$ cat src/rtl/sar_pkg.sv
package sar_pkg;

  localparam int CSEL_W = 3;
  localparam int ASEL_W = 3;
  localparam int CHAN_W = 4;

  typedef enum logic [1:0] {
    PH_IDLE = 2'd0,
    PH_ACQ  = 2'd1,
    PH_STEP = 2'd2
  } phase_e;

  typedef struct packed {
    logic              fmt_right;
    logic [ASEL_W-1:0] acq;
    logic [CSEL_W-1:0] csel;
  } cfg_t;

  // acquisition code to number of conversion-clock periods
  function automatic int unsigned acq_tads(input logic [ASEL_W-1:0] code);
    int unsigned n;
    case (code)
      3'd1:    n = 2;
      3'd2:    n = 4;
      3'd3:    n = 6;
      3'd4:    n = 8;
      3'd5:    n = 12;
      3'd6:    n = 16;
      3'd7:    n = 20;
      default: n = 0;
    endcase
    return n;
  endfunction

endpackage

$ cat src/rtl/sar_regs.sv
module sar_regs
  import sar_pkg::*;
#(
  parameter int RES_W = 10
) (
  input  logic              clk,
  input  logic              rst_n,
  input  logic              we,
  input  logic [1:0]        addr,
  input  logic [7:0]        wdata,
  output logic [7:0]        rdata,
  input  logic              busy,
  input  logic              finish,
  input  logic              cal_done,
  input  logic [RES_W-1:0]  result,
  output logic              start,
  output logic              go,
  output logic              cal_arm,
  output logic [CHAN_W-1:0] chan,
  output cfg_t              cfg,
  output logic              irq
);

  localparam int PAD = 16 - RES_W;

  logic              cal_q, cal_d;
  logic [CHAN_W-1:0] chan_q, chan_d;
  logic              en_q, en_d;
  logic              go_q, go_d;
  logic              irq_q, irq_d;
  cfg_t              cfg_q, cfg_d;
  logic              wr_ctrl, wr_cfg, upd_en;
  logic [15:0]       right16, left16;
  logic              unused_bit6;

  assign unused_bit6 = wdata[6];
  assign wr_ctrl = we && (addr == 2'd0) && !busy;
  assign wr_cfg  = we && (addr == 2'd1) && !busy;
  assign start   = wr_ctrl && wdata[1] && en_q;
  assign upd_en  = wr_ctrl || wr_cfg || finish;

  always_comb begin
    cal_d  = cal_q;
    chan_d = chan_q;
    en_d   = en_q;
    go_d   = go_q;
    irq_d  = irq_q;
    cfg_d  = cfg_q;
    if (wr_ctrl) begin
      cal_d  = wdata[7];
      chan_d = wdata[5:2];
      en_d   = wdata[0];
    end
    if (wr_cfg) begin
      cfg_d.fmt_right = wdata[7];
      cfg_d.acq       = wdata[5:3];
      cfg_d.csel      = wdata[2:0];
    end
    if (start) begin
      go_d  = 1'b1;
      irq_d = 1'b0;
    end
    if (finish) begin
      go_d  = 1'b0;
      irq_d = 1'b1;
      if (cal_done) cal_d = 1'b0;
    end
  end

  always_ff @(posedge clk or negedge rst_n) begin
    if (!rst_n) begin
      cal_q  <= 1'b0;
      chan_q <= '0;
      en_q   <= 1'b0;
      go_q   <= 1'b0;
      irq_q  <= 1'b0;
      cfg_q  <= '0;
    end else if (upd_en) begin
      cal_q  <= cal_d;
      chan_q <= chan_d;
      en_q   <= en_d;
      go_q   <= go_d;
      irq_q  <= irq_d;
      cfg_q  <= cfg_d;
    end
  end

  assign right16 = 16'(result);
  assign left16  = right16 << PAD;

  always_comb begin
    unique case (addr)
      2'd0: rdata = {cal_q, 1'b0, chan_q, go_q, en_q};
      2'd1: rdata = {cfg_q.fmt_right, 1'b0, cfg_q.acq, cfg_q.csel};
      2'd2: rdata = cfg_q.fmt_right ? right16[15:8] : left16[15:8];
      default: rdata = cfg_q.fmt_right ? right16[7:0] : left16[7:0];
    endcase
  end

  assign go      = go_q;
  assign cal_arm = cal_q;
  assign chan    = chan_q;
  assign cfg     = cfg_q;
  assign irq     = irq_q;

  AST_GO_NEEDS_EN: assert property (@(posedge clk) disable iff (!rst_n)
    $rose(go_q) |-> $past(en_q));

  AST_IRQ_CLR_ON_START: assert property (@(posedge clk) disable iff (!rst_n)
    start |=> !irq_q);

  AST_CFG_FROZEN_BUSY: assert property (@(posedge clk) disable iff (!rst_n)
    (busy && !finish) |=> $stable(cfg_q));

endmodule

$ cat src/rtl/sar_timing.sv
module sar_timing
  import sar_pkg::*;
#(
  parameter int INSN_CLKS = 4
) (
  input  logic              clk,
  input  logic              rst_n,
  input  logic              start,
  input  logic [ASEL_W-1:0] acq,
  input  logic [CSEL_W-1:0] csel,
  input  logic              last_bit,
  output logic              busy,
  output logic              step_phase,
  output logic              conv_enter,
  output logic              step_end,
  output logic              finish
);

  localparam int DIV_MAX  = 2 << ((1 << CSEL_W) - 1);
  localparam int WAIT_MAX = (20 * DIV_MAX > INSN_CLKS) ? 20 * DIV_MAX : INSN_CLKS;
  localparam int TMR_W    = $clog2(WAIT_MAX + 1);

  phase_e           ph_q, ph_d;
  logic [TMR_W-1:0] tmr_q, tmr_d;
  logic [TMR_W-1:0] div, wait_len;
  logic             tmr_one, upd_en;

  assign div      = TMR_W'(2) << csel;
  assign wait_len = (acq == '0) ? TMR_W'(INSN_CLKS)
                                : TMR_W'(acq_tads(acq)) * div;
  assign tmr_one  = (tmr_q == TMR_W'(1));

  always_comb begin
    ph_d  = ph_q;
    tmr_d = tmr_q;
    unique case (ph_q)
      PH_IDLE: begin
        if (start) begin
          ph_d  = PH_ACQ;
          tmr_d = wait_len;
        end
      end
      PH_ACQ: begin
        if (tmr_one) begin
          ph_d  = PH_STEP;
          tmr_d = div;
        end else begin
          tmr_d = tmr_q - TMR_W'(1);
        end
      end
      PH_STEP: begin
        if (tmr_one) begin
          if (last_bit) ph_d = PH_IDLE;
          tmr_d = div;
        end else begin
          tmr_d = tmr_q - TMR_W'(1);
        end
      end
      default: ph_d = PH_IDLE;
    endcase
  end

  assign upd_en = start || (ph_q != PH_IDLE);

  always_ff @(posedge clk or negedge rst_n) begin
    if (!rst_n) begin
      ph_q  <= PH_IDLE;
      tmr_q <= '0;
    end else if (upd_en) begin
      ph_q  <= ph_d;
      tmr_q <= tmr_d;
    end
  end

  assign busy       = (ph_q != PH_IDLE);
  assign step_phase = (ph_q == PH_STEP);
  assign conv_enter = (ph_q == PH_ACQ) && tmr_one;
  assign step_end   = (ph_q == PH_STEP) && tmr_one;
  assign finish     = step_end && last_bit;

  AST_WAIT_LOADED: assert property (@(posedge clk) disable iff (!rst_n)
    start |=> (ph_q == PH_ACQ) && (tmr_q != '0));

  AST_STEP_LEN: assert property (@(posedge clk) disable iff (!rst_n)
    conv_enter |=> (ph_q == PH_STEP) && (tmr_q == $past(div)));

endmodule

$ cat src/rtl/sar_engine.sv
module sar_engine #(
  parameter int RES_W = 10
) (
  input  logic             clk,
  input  logic             rst_n,
  input  logic             conv_enter,
  input  logic             step_end,
  input  logic             step_phase,
  input  logic             cmp_in,
  output logic [RES_W-1:0] dac_code,
  output logic             last_bit,
  output logic [RES_W-1:0] final_code
);

  localparam logic [RES_W-1:0] MSB = {1'b1, {(RES_W-1){1'b0}}};

  logic [RES_W-1:0] acc_q, acc_d;
  logic [RES_W-1:0] trial_q, trial_d;
  logic [RES_W-1:0] keep;
  logic             upd_en;

  assign keep       = cmp_in ? trial_q : '0;
  assign final_code = acc_q | keep;
  assign last_bit   = trial_q[0];
  assign upd_en     = conv_enter || step_end;

  always_comb begin
    acc_d   = acc_q;
    trial_d = trial_q;
    if (conv_enter) begin
      acc_d   = '0;
      trial_d = MSB;
    end else if (step_end) begin
      acc_d   = acc_q | keep;
      trial_d = trial_q >> 1;
    end
  end

  always_ff @(posedge clk or negedge rst_n) begin
    if (!rst_n) begin
      acc_q   <= '0;
      trial_q <= '0;
    end else if (upd_en) begin
      acc_q   <= acc_d;
      trial_q <= trial_d;
    end
  end

  assign dac_code = step_phase ? (acc_q | trial_q) : '0;

  AST_ONE_TRIAL: assert property (@(posedge clk) disable iff (!rst_n)
    step_phase |-> ($countones(trial_q) == 1));

  AST_KEPT_BITS_STAY: assert property (@(posedge clk) disable iff (!rst_n)
    (step_end && !conv_enter) |=> ((acc_q & $past(acc_q)) == $past(acc_q)));

endmodule

$ cat src/rtl/sar_offset.sv
module sar_offset #(
  parameter int RES_W = 10
) (
  input  logic             clk,
  input  logic             rst_n,
  input  logic             finish,
  input  logic             cal_run,
  input  logic [RES_W-1:0] raw,
  output logic [RES_W-1:0] result
);

  logic [RES_W-1:0] off_q, off_d;
  logic [RES_W-1:0] res_q, res_d;
  logic [RES_W-1:0] corrected;

  assign corrected = (raw > off_q) ? (raw - off_q) : '0;

  always_comb begin
    off_d = off_q;
    res_d = res_q;
    if (finish) begin
      if (cal_run) off_d = raw;
      else         res_d = corrected;
    end
  end

  always_ff @(posedge clk or negedge rst_n) begin
    if (!rst_n) begin
      off_q <= '0;
      res_q <= '0;
    end else if (finish) begin
      off_q <= off_d;
      res_q <= res_d;
    end
  end

  assign result = res_q;

  AST_RES_NOT_ABOVE_RAW: assert property (@(posedge clk) disable iff (!rst_n)
    (finish && !cal_run) |=> (res_q <= $past(raw)));

  AST_CAL_KEEPS_RES: assert property (@(posedge clk) disable iff (!rst_n)
    (finish && cal_run) |=> $stable(res_q));

endmodule

$ cat src/rtl/sar_adc_seq.sv
module sar_adc_seq
  import sar_pkg::*;
#(
  parameter int RES_W     = 10,
  parameter int INSN_CLKS = 4
) (
  input  logic              clk,
  input  logic              rst_n,
  input  logic              reg_we,
  input  logic [1:0]        reg_addr,
  input  logic [7:0]        reg_wdata,
  output logic [7:0]        reg_rdata,
  input  logic              cmp_in,
  output logic [RES_W-1:0]  dac_code,
  output logic [CHAN_W-1:0] mux_sel,
  output logic              mux_connect,
  output logic              irq_done
);

  logic [1:0]       rs_q;
  logic             rst_ns;
  logic             start, go, cal_arm, busy, step_phase;
  logic             conv_enter, step_end, finish, last_bit;
  logic             cal_run_q, cal_run_d;
  logic [RES_W-1:0] final_code, result;
  cfg_t             cfg;

  // asynchronous assert, synchronous release
  always_ff @(posedge clk or negedge rst_n) begin
    if (!rst_n) rs_q <= 2'b00;
    else        rs_q <= {rs_q[0], 1'b1};
  end
  assign rst_ns = rs_q[1];

  sar_regs #(.RES_W(RES_W)) u_regs (
    .clk      (clk),
    .rst_n    (rst_ns),
    .we       (reg_we),
    .addr     (reg_addr),
    .wdata    (reg_wdata),
    .rdata    (reg_rdata),
    .busy     (busy),
    .finish   (finish),
    .cal_done (cal_run_q),
    .result   (result),
    .start    (start),
    .go       (go),
    .cal_arm  (cal_arm),
    .chan     (mux_sel),
    .cfg      (cfg),
    .irq      (irq_done)
  );

  sar_timing #(.INSN_CLKS(INSN_CLKS)) u_timing (
    .clk        (clk),
    .rst_n      (rst_ns),
    .start      (start),
    .acq        (cfg.acq),
    .csel       (cfg.csel),
    .last_bit   (last_bit),
    .busy       (busy),
    .step_phase (step_phase),
    .conv_enter (conv_enter),
    .step_end   (step_end),
    .finish     (finish)
  );

  sar_engine #(.RES_W(RES_W)) u_engine (
    .clk        (clk),
    .rst_n      (rst_ns),
    .conv_enter (conv_enter),
    .step_end   (step_end),
    .step_phase (step_phase),
    .cmp_in     (cmp_in),
    .dac_code   (dac_code),
    .last_bit   (last_bit),
    .final_code (final_code)
  );

  sar_offset #(.RES_W(RES_W)) u_offset (
    .clk     (clk),
    .rst_n   (rst_ns),
    .finish  (finish),
    .cal_run (cal_run_q),
    .raw     (final_code),
    .result  (result)
  );

  // the arm bit written together with the start still counts
  assign cal_run_d = reg_wdata[7];

  always_ff @(posedge clk or negedge rst_ns) begin
    if (!rst_ns)    cal_run_q <= 1'b0;
    else if (start) cal_run_q <= cal_run_d;
  end

  assign mux_connect = busy && !cal_run_q;

  AST_GO_MATCHES_BUSY: assert property (@(posedge clk) disable iff (!rst_ns)
    go == busy);

  AST_CAL_AUTOCLEAR: assert property (@(posedge clk) disable iff (!rst_ns)
    (finish && cal_run_q) |=> !cal_arm);

  AST_IRQ_WITH_FINISH: assert property (@(posedge clk) disable iff (!rst_ns)
    finish |=> (irq_done && !go));

endmodule

$ cat config.mk
export PLATFORM = sky130hd
export DESIGN_NAME = sar_adc_seq
export DESIGN_NICKNAME = d
export VERILOG_FILES = /design/src/rtl/sar_pkg.sv /design/src/rtl/sar_regs.sv /design/src/rtl/sar_timing.sv /design/src/rtl/sar_engine.sv /design/src/rtl/sar_offset.sv /design/src/rtl/sar_adc_seq.sv
export SDC_FILE = /design/constraint.sdc
export NUM_CORES = 1
export LEC_CHECK = 0
export BUFFER_PORTS_ARGS = -buffer_cell sky130_fd_sc_hd__buf_2
export CAP_MARGIN = 20
export CORE_MARGIN = 1.5
export CORE_UTILIZATION = 45
export DETAILED_ROUTE_END_ITERATION = 12
export PLACE_DENSITY = 0.6
export SLEW_MARGIN = 25
export SYNTH_ARGS = -nofsm -noshare
export SYNTH_HDL_FRONTEND = slang
export SYNTH_SLANG_ARGS = --single-unit
$ cat constraint.sdc
create_clock -name clk -period 4.2 [get_ports clk]
set_clock_uncertainty 0.15 [all_clocks]
set_input_delay 0 -clock clk [delete_from_list [all_inputs] [get_ports clk]]
set_output_delay 0 -clock clk [all_outputs]
set_load 0.02 [all_outputs]
; Word-level counts from Yosys, hierarchy flattened
; Cells that the tools add are included.
[op_classes]
bitwise_logic = 3
n_shift = 1
n_lt_le_gt_ge = 1
muxes = 27
eq_ne = 16
addsub = 2
multipliers = 1
reduce_logical = 32
[ops]
columns = operator, count
row1 = $mux 10, 7
row2 = $mux 13, 3
row3 = $pmux 5 s7, 1
row4 = $pmux 13 s2, 1
row5 = $pmux 8 s3, 1
row6 = $or 10x10->10, 2
row7 = $mux 8, 2
row8 = $eq 13x1->1 const B, 1
row9 = $mul 5x13->13, 1
row10 = $shl 2x3->13 const A, 1
row11 = $sub 13x1->13 const B, 1
row12 = $eq 3x3->1 const B, 4
row13 = $reduce_and 2->1, 6
row14 = $gt 10x10->1, 1
row15 = $logic_and 1x1->1, 10
row16 = $sub 10x10->10, 1
row17 = $mux 2, 4
row18 = $reduce_bool 2->1, 4
row19 = $mux 1, 7
row20 = $eq 3x2->1 const B, 2
row21 = $pmux 2 s3, 1
row22 = $reduce_and 5->1, 1
row23 = $eq 2x1->1 const B, 2
row24 = $eq 2x2->1 const B, 2
row25 = 10 further kinds, 17
[totals]
elab_cells = 99
register_bits = 73

; Depth between registers and ports, before layout
[logic_depth]
ltp_word = 7
depth_mapped = 15
ltp_nobuf = 14

; By module
; Synthesis repeated with hierarchy kept, for this count alone.
[unflattened]
cells_unflattened = 547
area_unflattened_um2 = 5251.3
[by_module_without_submodules]
columns = mod, area_per_inst_um2, instances, seq_area_each_um2, cells_per_inst
row1 = sar_timing, 2044.5, 1, 375.4, 245
row2 = sar_offset, 1308.8, 1, 500.5, 129
row3 = sar_engine, 925.9, 1, 500.5, 87
row4 = sar_regs, 872.1, 1, 375.4, 80
row5 = sar_adc_seq, 100.1, 1, 75.1, 6

; Worst setup path after synthesis
; No wires, ideal clock.
[synth_timing]
path_type = reg-to-reg
startpoint = reg u_regs.cfg_q, in the netlist u_regs.cfg[1]
endpoint = reg u_timing.tmr_q[11]
t_required_ns = 3.963
n_path_buf = 1
t_arrival_ns = 3.975
synth_period_minus_slack_ns = 4.212
path_stages_with_launch = 15
path_slack_ns = -0.012
cell_sequence = dfrtp_1 clkbuf_1 or3b_2 or2_2 fa_1 inv_1 fa_1 ha_1 ha_1 fa_1 a21o_1 a21oi_1 o21ai_0 xnor2_1 o211ai_1
[synth_between]
elab_chain_len = 5
elab_cells_between_ends = 6
classes_between = mul: 1 / shift: 1 / mux: 4
[synth_lines]
columns = element, line
row1 = start: declaration, sar_regs.sv:31  ; cfg_t cfg_q, cfg_d;
row2 = start signal: assignment, sar_regs.sv:84  ; cfg_q <= cfg_d;
row3 = $shl 2x3->13 (*), sar_timing.sv:28  ; assign div = TMR_W'(2) << csel;
row4 = $mul 5x13->13, sar_timing.sv:30  ; : TMR_W'(acq_tads(acq)) * div;
row5 = $mux 13, sar_timing.sv:29  ; assign wait_len = (acq == '0) ? TMR_W'(INSN_CLKS)
row6 = $mux 13, sar_timing.sv:38  ; if (start) begin
row7 = $pmux 13 s2 (*), sar_timing.sv:36  ; unique case (ph_q)
row8 = end signal: assignment, sar_timing.sv:71  ; tmr_q <= tmr_d;
row9 = end: declaration, sar_timing.sv:24  ; logic [TMR_W-1:0] tmr_q, tmr_d;
; Mark *: on every way between the ends. The rest lies on a longest branch, timed or not. The select of a mux whose other input is x is not followed.
; A chain may end at the register's enable or synchronous reset.

; Final worst setup path
[layout_timing]
startpoint = reg u_regs.cfg_q, in the netlist u_regs.cfg[2]
endpoint = reg u_timing.tmr_q[11]
; Same word-level chain as after synthesis.

==> results.py <==
metrics = {
    "sta": {
        "slew_violations": 0,
        "slew_headroom": 0.3927,
        "fin_setup_tns_ns": 0,
        "fin_crit_ns": 4.026,
        "rsz0062_at_grt": "no",
        "finalHoldViolCount": 0,
        "tightestPinTransition_ns": 0.9110,
        "setup_violations": 0,
        "period_share": 0.9585,
        "fmax_mhz": 248.4,
    },
    "clock_network": {
        "cts_tree": "built",
        "htree_levels": 3,
        "clkLatencyLatePin_ns": 0.33,
        "root_buffer": "clkbuf_16",
        "cts_buffers": 9,
        "cts_buffer_depth": 2,
        "clkTransAtPathRegs_ns": 0.06,
        "cts.sinks": 73,
    },
    "grt": {
        "grt_max_degree": 40,
        "overflow": 0,
        "grt_pass1_vias": 4174,
        "grt_use_total": 0.2245,
        "grt_pass1_wl_um": 20800,
        "antenna_found_initial": 0,
    },
    "yosys": {
        "ys_warn_count": 0,
        "ys_types": 58,
        "synth_area_um2": 5085,
        "syn_avg_cell_area_um2": 9.064,
        "ys_seq_area_frac": 0.3593,
        "ys_async_sr_fraction": 1.000,
        "synth_edf_count": 0,
        "syn_nets": 624,
        "synth-seq-cells": 73,
        "ys.flop_type": "dfrtp_1",
        "synthCells": 561,
    },
    "layout": {
        "fill_cells": 984,
        "nets": 668,
        "area_delta_synth_final_pct": 14.99,
        "stdcell_count": 749,
        "diodes": 0,
        "seq_area_um2": 1828,
        "drive_above_1_share": 0.1560,
        "multi_input_area_um2": 3037,
    },
    "die": {
        "ios": 38,
        "start_util": 0.4650,
        "die_h_um": 109.3,
        "die_w_um": 109.3,
        "rows": 38,
        "dieArea_um2": 11950,
        "coreArea_um2": 10940,
    },
    "placed_design": {
        "gp_congestion": 0.8645,
        "port_buffers": 36,
        "hpwl_um": 9087,
        "placedCellCount": 725,
    },
    "power_and_ir_drop": {
        "leakagePower_nw": 2.802,
        "power_density_nw_per_um2": 461.3,
        "peakVddDrop_mv": 0.2885,
    },
    "setup_path": {
        "cp.arrival_ns": 4.08,
        "critPathSlowestCell": "fa_1",
        "startpoint_type": "flop",
        "critPathBufInv": 1,
        "cp_max_fo": 2,
        "crit_required_ns": 4.25,
        "crit_family": "adder cells",
        "max_stage_delay_ns": 0.50,
        "crit_chain": "or3b_4, or2_2, fa_1, inv_1, fa_1, ha_1, ha_1, fa_2, a21o_1, a21oi_2, o21ai_1, xnor2_1, o211ai_1",
        "worstSetupPathType": "reg2reg",
        "endpoint_kind": "flop",
    },
    "routing": {
        "drt_first_pass_iters": 4,
        "drt-total-wl_um": 12270,
        "wl_per_cell_um": 16.38,
        "num_vias": 4243,
        "drc": 0,
        "ant_nets": 0,
        "drtIter0Drc": 307,
        "via_per_inst": 5.665,
    },
    "outcome": {
        "outcome": "finished clean",
    },
    "job": {
        "cap_viol_max_count": 0,
    },
    "min_path": {
        "hold_class": "in2reg",
    },
}
-- state kept, by name, summed over array words and instances (netlist names), 2 cells and up --
| register | count |
|---|---|
| rs_q | 2 |
| u_engine.acc_q | 10 |
| u_engine.trial_q | 10 |
| u_offset.off_q | 10 |
| u_offset.result | 10 |
| u_regs.cfg | 7 |
| u_regs.chan | 4 |
| u_timing.ph_q | 2 |
| u_timing.tmr_q | 13 |
-- kinds of logic (layout without fill, tap and decap cells) --
kind of cell / count (synthesis) / count (layout) / synth area share
AND/OR/NAND/NOR: 184 / 184 / 0.1826
AO/OA/AOI/OAI: 152 / 152 / 0.1949
other: 1 / 1 / 0.0007375
flip-flops: 73 / 73 / 0.3593
buffers and inverters: 63 / 111 / 0.04724
adder cells (fa/ha/maj): 49 / 49 / 0.1398
multiplexers: 21 / 21 / 0.04454
XOR/XNOR: 18 / 18 / 0.03101
-- layer usage --
layer,global-route usage,share of wire
met5,0,0
met4,0.05751,0.0088
met2,0.3433,0.44
met3,0.03497,0.049
met1,0.3326,0.51
-- metrics by stage --
| step | util | hold WS (ns) | worst slack, ns | area (um^2) | total power [mW] |
|---|---|---|---|---|---|
| final | 0.5347 | 0.05817 | 0.1741 | 5847 | 2.697 |
| after global routing | 0.5347 | 0.09898 | 0.008264 | 5847 | 2.878 |
| after CTS | 0.5332 | 0.05584 | 0.03614 | 5831 | 2.700 |
| after detailed placement | 0.4982 | -0.3618 | 0.05813 | 5448 | 1.908 |
| after global placement | 0.4982 | -0.3641 | 0.1040 | 5448 | 1.883 |
| after floorplan | - | -0.4456 | 0.09431 | 5089 | 1.627 |
-- worst paths after layout --
kind / start / end / slack [ns] / cells past startpoint
hold / removal: cmp_in / u_engine.acc_q[9] / 0.06 / 3
setup / recovery: u_regs.cfg[2] / u_timing.tmr_q[11] / 0.17 / 13
hold reg to reg: rs_q[0] / rs_q[1] / 0.19 / 0
max in group asynchronous: rs_q[1] / u_engine.trial_q[0] / 2.67 / 1
setup reg to reg: u_regs.cfg[2] / u_timing.tmr_q[11] / 0.17 / 13
min in group asynchronous: rs_q[1] / u_timing.tmr_q[12] / 0.25 / 0
-- power breakdown --
group	internal, mW	leakage (nW)	total (mW)	switching [mW]
Sequential	0.816	0.899	0.972	0.155
Combinational	0.407	1.77	0.956	0.549
Clock	0.460	0.138	0.770	0.310
Total	1.68	2.80	2.70	1.01
-- placed cells by master (no fill, tap or decap), types with 3 or more instances in the layout --
cell,count
buf_4,14
nand3b_1,4
mux2_2,13
mux2i_1,8
nor2_1,67
a21oi_1,46
a211oi_1,8
a31oi_1,6
buf_2,36
fa_1,12
dlygate4sd3_1,9
a2bb2oi_1,4
a32o_1,4
or3_1,3
o2111ai_1,3
o21ai_0,28
ha_1,35
nand2b_1,5
nand3_1,9
dfrtp_1,72
nand4_1,5
xnor2_1,15
o211ai_1,8
xor2_1,3
clkbuf_16,9
a22oi_1,3
o22ai_1,3
nand2_1,38
nor3_1,15
a22o_1,13
inv_1,37
nor2b_1,11
and2_1,4
o21a_1,13
-- synthesized netlist by cell type (3+ instances only) --
cell type  instances  area share
dfrtp_1           73        0.36
nor2_1            68       0.050
a21oi_1           47       0.046
nand2_1           38       0.028
inv_1             37       0.027
ha_1              36       0.089
o21ai_0           29       0.029
clkbuf_1          21       0.016
nor3_1            16       0.016
xnor2_1           15       0.026
a22o_1            13       0.022
fa_1              13       0.051
mux2_2            13       0.029
o21a_1            13       0.019
nor2b_1           11       0.014
nand3_1            9      0.0089
a211oi_1           8       0.012
mux2i_1            8       0.016
o211ai_1           8       0.012
a31oi_1            6      0.0074
nand2b_1           5      0.0062
nand4_1            5      0.0062
a2bb2oi_1          4      0.0069
a32o_1             4      0.0079
and2_1             4      0.0049
nand3b_1           4      0.0059
a22oi_1            3      0.0044
buf_2              3      0.0030
o2111ai_1          3      0.0052
o22ai_1            3      0.0037
or3_1              3      0.0037
xor2_1             3      0.0052
-- area by class of cell --
type	instances	share of cell area
clock buffer	9	0.03852
clock inverter	6	0.01156
inverter	37	0.02375
multi-input combinational	425	0.5194
sequential	73	0.3126
tap	140	0.02996
timing repair buffer	59	0.06420
-- tightest hold or removal path, delay by kind of cell --
family,cells,cell delay (ns)
AND/OR/NAND/NOR,1,0.09
buffers and inverters,1,0.17
AO/OA/AOI/OAI,1,0.23
-- repair_timing --
item | in CTS | in global routing
hold endpoints to repair | 16 | 0
setup buffers | 0 | 0
gates resized for setup | 0 | 6
hold buffers | 9 | 0
setup endpoints to repair | 0 | 3
Note: power is estimated with default switching activity, not from simulation.
